**src/rtl/sram_rd_pkg.sv**
```systemverilog
package sram_rd_pkg;
   localparam int NUM_STB = 2;
   localparam int STB_CS  = 0;
   localparam int STB_RE  = 1;

   typedef enum logic {
      CAP_ON_CS = 1'b0,
      CAP_ON_RE = 1'b1
   } cap_sel_e;
endpackage

```
**src/rtl/sram_rd_strobe.sv**
```systemverilog
module sram_rd_strobe #(
   parameter int CNT_W = 6,
   parameter int LEN_W = CNT_W + 1
) (
   input  logic             clk,
   input  logic             rst_n,
   input  logic [CNT_W-1:0] setup_n,
   input  logic [CNT_W-1:0] pulse_n,
   input  logic [CNT_W-1:0] setup_q,
   input  logic [CNT_W-1:0] pulse_q,
   input  logic [CNT_W-1:0] cycle_q,
   input  logic             busy_nxt,
   input  logic [LEN_W-1:0] t_nxt,
   input  logic             busy_q,
   input  logic [LEN_W-1:0] t_q,
   output logic             strobe_n,
   output logic             last,
   output logic [LEN_W-1:0] eff_len
);
   logic [LEN_W-1:0] open_n, close_n, close_q;
   logic             on_nxt;

   always_comb begin
      open_n  = LEN_W'(setup_n);
      close_n = LEN_W'(setup_n) + LEN_W'(pulse_n);
      close_q = LEN_W'(setup_q) + LEN_W'(pulse_q);
      on_nxt  = busy_nxt && (t_nxt >= open_n) && (t_nxt < close_n);
      last    = busy_q && (t_q == close_q - LEN_W'(1));
      eff_len = (LEN_W'(cycle_q) > close_q) ? LEN_W'(cycle_q) : close_q;
   end

   always_ff @(posedge clk or negedge rst_n) begin
      if (!rst_n) strobe_n <= 1'b1;
      else        strobe_n <= ~on_nxt;
   end

   // a strobe is only ever driven low inside a read
   assert_strobe_in_read_R2: assert property (@(posedge clk) disable iff (!rst_n)
      !strobe_n |-> busy_q);
endmodule

```
**src/rtl/sram_rd_seq.sv**
```systemverilog
module sram_rd_seq #(
   parameter int LEN_W = 7
) (
   input  logic             clk,
   input  logic             rst_n,
   input  logic [LEN_W-1:0] len,
   input  logic             req_valid,
   output logic             req_ready,
   output logic             accept,
   output logic             busy_q,
   output logic [LEN_W-1:0] t_q,
   output logic             busy_nxt,
   output logic [LEN_W-1:0] t_nxt
);
   logic end_q;

   always_comb begin
      end_q     = busy_q && (t_q == len - LEN_W'(1));
      req_ready = !busy_q || end_q;
      accept    = req_valid && req_ready;
      if (accept) begin
         busy_nxt = 1'b1;
         t_nxt    = '0;
      end else if (busy_q && !end_q) begin
         busy_nxt = 1'b1;
         t_nxt    = t_q + LEN_W'(1);
      end else begin
         busy_nxt = 1'b0;
         t_nxt    = '0;
      end
   end

   always_ff @(posedge clk or negedge rst_n) begin
      if (!rst_n) begin
         busy_q <= 1'b0;
         t_q    <= '0;
      end else begin
         busy_q <= busy_nxt;
         t_q    <= t_nxt;
      end
   end

   assert_phase_bound_R4: assert property (@(posedge clk) disable iff (!rst_n)
      busy_q |-> (t_q < len));
endmodule

```
**src/rtl/sram_rd_timer.sv**
```systemverilog
module sram_rd_timer
   import sram_rd_pkg::*;
#(
   parameter int ADDR_W = 24,
   parameter int DATA_W = 8,
   parameter int CNT_W  = 6
) (
   input  logic              clk,
   input  logic              rst_n,
   input  logic [CNT_W-1:0]  cfg_cs_setup,
   input  logic [CNT_W-1:0]  cfg_cs_pulse,
   input  logic [CNT_W-1:0]  cfg_cs_cycle,
   input  logic [CNT_W-1:0]  cfg_re_setup,
   input  logic [CNT_W-1:0]  cfg_re_pulse,
   input  logic [CNT_W-1:0]  cfg_re_cycle,
   input  logic              cfg_rd_mode,
   input  logic              req_valid,
   input  logic [ADDR_W-1:0] req_addr,
   output logic              req_ready,
   output logic              rsp_done,
   output logic [DATA_W-1:0] rsp_data,
   output logic [ADDR_W-1:0] mem_addr,
   output logic              mem_cs_n,
   output logic              mem_re_n,
   input  logic [DATA_W-1:0] mem_din
);
   localparam int LEN_W = CNT_W + 1;

   if (ADDR_W < 1 || DATA_W < 1 || CNT_W < 1) begin : g_bad_param
      $error("sram_rd_timer: widths must be positive");
   end

   logic [CNT_W-1:0] set_in [NUM_STB];
   logic [CNT_W-1:0] pul_in [NUM_STB];
   logic [CNT_W-1:0] cyc_in [NUM_STB];
   logic [CNT_W-1:0] set_q  [NUM_STB];
   logic [CNT_W-1:0] pul_q  [NUM_STB];
   logic [CNT_W-1:0] cyc_q  [NUM_STB];
   logic [CNT_W-1:0] set_n  [NUM_STB];
   logic [CNT_W-1:0] pul_n  [NUM_STB];
   logic [LEN_W-1:0] eff    [NUM_STB];
   logic [NUM_STB-1:0] stb_n, last;
   cap_sel_e         mode_q;
   logic             accept, busy_q, busy_nxt, sample;
   logic [LEN_W-1:0] t_q, t_nxt, len;

   assign set_in[STB_CS] = cfg_cs_setup;
   assign pul_in[STB_CS] = cfg_cs_pulse;
   assign cyc_in[STB_CS] = cfg_cs_cycle;
   assign set_in[STB_RE] = cfg_re_setup;
   assign pul_in[STB_RE] = cfg_re_pulse;
   assign cyc_in[STB_RE] = cfg_re_cycle;

   always_comb begin
      for (int i = 0; i < NUM_STB; i++) begin
         set_n[i] = accept ? set_in[i] : set_q[i];
         pul_n[i] = accept ? pul_in[i] : pul_q[i];
      end
      len    = (eff[STB_CS] > eff[STB_RE]) ? eff[STB_CS] : eff[STB_RE];
      sample = (mode_q == CAP_ON_RE) ? last[STB_RE] : last[STB_CS];
   end

   always_ff @(posedge clk or negedge rst_n) begin
      if (!rst_n) begin
         for (int i = 0; i < NUM_STB; i++) begin
            set_q[i] <= '0;
            pul_q[i] <= CNT_W'(1);
            cyc_q[i] <= '0;
         end
         mode_q   <= CAP_ON_CS;
         mem_addr <= '0;
      end else if (accept) begin
         for (int i = 0; i < NUM_STB; i++) begin
            set_q[i] <= set_in[i];
            pul_q[i] <= pul_in[i];
            cyc_q[i] <= cyc_in[i];
         end
         mode_q   <= cap_sel_e'(cfg_rd_mode);
         mem_addr <= req_addr;
      end
   end

   always_ff @(posedge clk or negedge rst_n) begin
      if (!rst_n) begin
         rsp_done <= 1'b0;
         rsp_data <= '0;
      end else begin
         rsp_done <= sample;
         if (sample) rsp_data <= mem_din;
      end
   end

   sram_rd_seq #(.LEN_W(LEN_W)) u_seq (
      .clk(clk), .rst_n(rst_n), .len(len), .req_valid(req_valid),
      .req_ready(req_ready), .accept(accept), .busy_q(busy_q), .t_q(t_q),
      .busy_nxt(busy_nxt), .t_nxt(t_nxt)
   );

   for (genvar g = 0; g < NUM_STB; g++) begin : g_stb
      sram_rd_strobe #(.CNT_W(CNT_W), .LEN_W(LEN_W)) u_stb (
         .clk(clk), .rst_n(rst_n),
         .setup_n(set_n[g]), .pulse_n(pul_n[g]),
         .setup_q(set_q[g]), .pulse_q(pul_q[g]), .cycle_q(cyc_q[g]),
         .busy_nxt(busy_nxt), .t_nxt(t_nxt), .busy_q(busy_q), .t_q(t_q),
         .strobe_n(stb_n[g]), .last(last[g]), .eff_len(eff[g])
      );
   end

   assign mem_cs_n = stb_n[STB_CS];
   assign mem_re_n = stb_n[STB_RE];

   assert_pulse_legal_R2: assert property (@(posedge clk) disable iff (!rst_n)
      accept |-> (cfg_cs_pulse != '0 && cfg_re_pulse != '0));

   assert_addr_hold_R5: assert property (@(posedge clk) disable iff (!rst_n)
      !accept |=> $stable(mem_addr));

   assert_done_after_read_R7: assert property (@(posedge clk) disable iff (!rst_n)
      rsp_done |-> $past(busy_q));

   assert_cfg_hold_R10: assert property (@(posedge clk) disable iff (!rst_n)
      (busy_q && !accept) |=> $stable(mode_q));
endmodule

```
**config.mk**
```make
export PLATFORM = sky130hd
export DESIGN_NAME = sram_rd_timer
export DESIGN_NICKNAME = d
export VERILOG_FILES = /design/src/rtl/sram_rd_pkg.sv /design/src/rtl/sram_rd_strobe.sv /design/src/rtl/sram_rd_seq.sv /design/src/rtl/sram_rd_timer.sv
export SDC_FILE = /design/constraint.sdc
export NUM_CORES = 1
export LEC_CHECK = 0
export ABC_AREA = 0
export ABC_CLOCK_PERIOD_IN_PS = 15800
export CAP_MARGIN = 5
export CORE_MARGIN = 4
export CORE_UTILIZATION = 43
export DETAILED_ROUTE_END_ITERATION = 10
export PLACE_DENSITY_LB_ADDON = 0.2
export SLEW_MARGIN = 20
export SYNTH_ARGS = -nofsm -noshare
export SYNTH_HDL_FRONTEND = slang
export SYNTH_SLANG_ARGS = --single-unit
export TNS_END_PERCENT = 1
```
**constraint.sdc**
```tcl
create_clock -name clk -period 15.8 [get_ports clk]
set_input_delay 3.16 -clock clk [delete_from_list [all_inputs] [get_ports clk]]
set_output_delay 3.16 -clock clk [all_outputs]
set_load 0.005 [all_outputs]
```
==> out/summary.txt <==
status - finished, final reports clean
power share of the clock group - 52.0%
final worst slack - 4.76 ns
CTS Sinks - 80
register area - 2010 um2
cell area after layout - 8100 um2
core box area - 14800 um2
initial antenna violation count - 0
largest net degree at the start of global routing - 81
Routed Antenna Nets - 0
top-count cell post-synth - dfrtp_1
vias per cell - 5.60
Comb power frac - 5.0%
Yosys reg bits - 80
clk slew on worst S/H paths - 0.07 ns
Post-synth top flop - dfrtp_1
count of cell types in the netlist - 70
die span in y - 132 um
IO buf count - 107
pwr dens - 58.8 nW/um2
global placement routability congestion - 0.891
Final Core Density - 54.9%
Placed Instance Area - 7740 um2
syn nets - 752
min Tclk post-route - 11.04 ns
DRC Markers - 0
Switch Pwr - 0.0000991 W
area leader, netlist - dfrtp_1
Sequential Power Share - 43.0%
initial DRC count - 330
Hold Vio Cnt, Final - 0
nets@finish - 849
footprint of the multi-input gates - 4330 um2
Pleak - 3.97 nW
share of synthesized registers carrying an async set or reset - 100%
post-CTS setup buffer count - 0
setup TNS - 0 ns
grt ovf - 0
vias in the first global route - 5345
WL per Instance - 18.1 um
Finish-stage setup viols - 0
first-pass GRT wire length - 27600 um
die area - 17300 um2
Max Clk Rate - 0.0906 GHz
slew at the pin closest to its max-slew limit - 0.975 ns
H-tree levels - 3
final clock skew - 0.0100 ns
worst-case clock buffer depth - 2
CTS tree - built
die width - 132 um
Root Driver - clkbuf_16
fin. max-slew vios - 0
Core Rows - 44
category of the most critical setup path - register to output pin
Post-CTS Resized - 0
Worst Hold Class - register to register
Post-Route WL - 16200 um
CP Max Fanout - 16
Cell Int Power - 0.000377 W
EDFF count, synth - 0
Synth area leaders - dfrtp_1, mux2_4, ha_1, mux2_2, mux2i_1
Pre-antenna DRT Iters - 5
CTS Hold Bufs - 0
fraction of layout cells with a size suffix above 1 - 19.8%
Setup crit end kind - output pin
Netlist Area Pre-Place - 6570 um2
Seq/Total Area, Yosys - 30.5%
n_diodes - 0
synthesized netlist cell count - 606
YS warnings - 0
Post-Place Setup Slack - 5.20 ns
detailed placement HPWL - 12500 um
number of placed I/O pins - 108
post-route clock period utilization - 69.9%
unrepaired setup endpoints after global routing - false
area share of the largest cell type after synthesis - 28.9%
max_cap viols - 0
CP Launch Type - register
initial core utilization - 44.5%
vias - 4995
cts bufs inserted - 9
Data arrival, critical path - 7.88 ns
Worst EP required - 12.64 ns
Worst IR Drop VDD - 53.1 uV
fill count - 1281
Synth-to-Final Area Change - 23.2%
Sw Ratio - 20.8%
GRT Overall Usage - 19.6%
Mean Syn Cell Area - 10.8 um2
clock latency on the worst-skew pair - 0.35 ns
hold slack - 0.510 ns
Post-synth top cells - dfrtp_1, ha_1, mux2_4
Slew headroom - 34.1%
## metal layers
metal / vias to the layer above / track usage [%] / part of all wire (%)
met2: 114 / 31.8 / 48
met5: - / 0 / 0
met3: 32 / 3.33 / 4.2
met1: 2434 / 26.0 / 45
li1: 2415 / - / -
met4: 0 / 7.88 / 3.1
## worst paths after layout
path,startpoint,to,slack (ns),depth (start not counted)
worst min-delay path,mem_addr[0],mem_addr[0],0.51,1
min in group asynchronous,rst_n,mem_addr[11],2.84,1
worst max-delay path,pul_q[8],req_ready,4.76,23
worst min register to register,mem_addr[0],mem_addr[0],0.51,1
worst max register to register,pul_q[8],g_stb[0].u_stb.strobe_n,5.27,38
max in group asynchronous,rst_n,rsp_data[1],12.44,1
## layout make-up
type                            count  share of cell area (%)
Clock inverter                      7                    1.55
Tap cell                          184                    2.84
Inverter                           23                    1.07
Timing Repair Buffer              109                    13.5
Sequential cell                    80                    24.8
Clock buffer                        9                    2.78
Multi-Input combinational cell    480                    53.5
## cell usage in the layout, fill, tap and decap left out, types with 9 or more instances in the layout
| cell | instances |
|---|---|
| clkdlybuf4s50_1 | 106 |
| dfrtp_1 | 76 |
| ha_1 | 70 |
| mux2_4 | 60 |
| nor2_1 | 35 |
| mux2_2 | 34 |
| a21oi_1 | 33 |
| nand2_1 | 27 |
| o21ai_0 | 24 |
| xnor2_1 | 24 |
| mux2i_1 | 21 |
| inv_1 | 20 |
| a21o_1 | 13 |
| nand3_1 | 12 |
| xor2_1 | 10 |
| clkbuf_16 | 9 |
## power by group through the flow
stage	clock [W]	combinational [W]	sequential, W
after floorplan	0	0.000000648	0.000209
after global placement	0	0.0000236	0.000209
after detailed placement	0	0.0000239	0.000209
after CTS	0.000255	0.0000241	0.000205
after global routing	0.000263	0.0000260	0.000205
final	0.000248	0.0000236	0.000205
## worst max-delay path, cell delays in order (launching register included)
cell and delay, ns:
dfrtp_1 0.41, ha_1 0.29, a211oi_2 0.34, nor4b_1 0.10
nor4b_1 0.86, ha_1 0.29, nand3_1 0.13, a21oi_1 0.23
a211oi_2 0.11, or4_4 0.55, and2_1 0.16, ha_1 0.31
a21oi_1 0.08, a21oi_1 0.22, o21a_1 0.54, o21ai_0 0.19
ha_1 0.34, nor4b_1 0.20, or4_1 0.48, nand3_1 0.11
xnor2_1 0.12, o211ai_1 0.13, a22oi_2 0.64, clkdlybuf4s50_1 0.65
## registers in the layout, summed over array words and instances, names as in the netlist
| signal | flops |
|---|---|
| mem_addr | 24 |
| set_q | 12 |
| mode_q | 1 |
| g_stb.u_stb.strobe_n | 2 |
| rsp_done | 1 |
| u_seq.busy_q | 1 |
| pul_q | 12 |
| u_seq.t_q | 7 |
| cyc_q | 12 |
| rsp_data | 8 |
## per-stage QoR
| stage | power [W] | instances |
|---|---|---|
| final | 0.000476 | 892 |
| after global routing | 0.000494 | 892 |
| after CTS | 0.000484 | 892 |
| after detailed placement | 0.000233 | 876 |
| after global placement | 0.000232 | 876 |
| after floorplan | 0.000209 | 606 |
## kinds of logic after synthesis
group                    synth area share, %
AO/OA/AOI/OAI                           12.9
XOR/XNOR                                4.53
adder cells (fa/ha/maj)                 14.5
buffers and inverters                   3.62
flip-flops                              30.5
multiplexers                            22.9
AND/OR/NAND/NOR                         11.0
No activity file was read; power rests on OpenSTA's default activity.
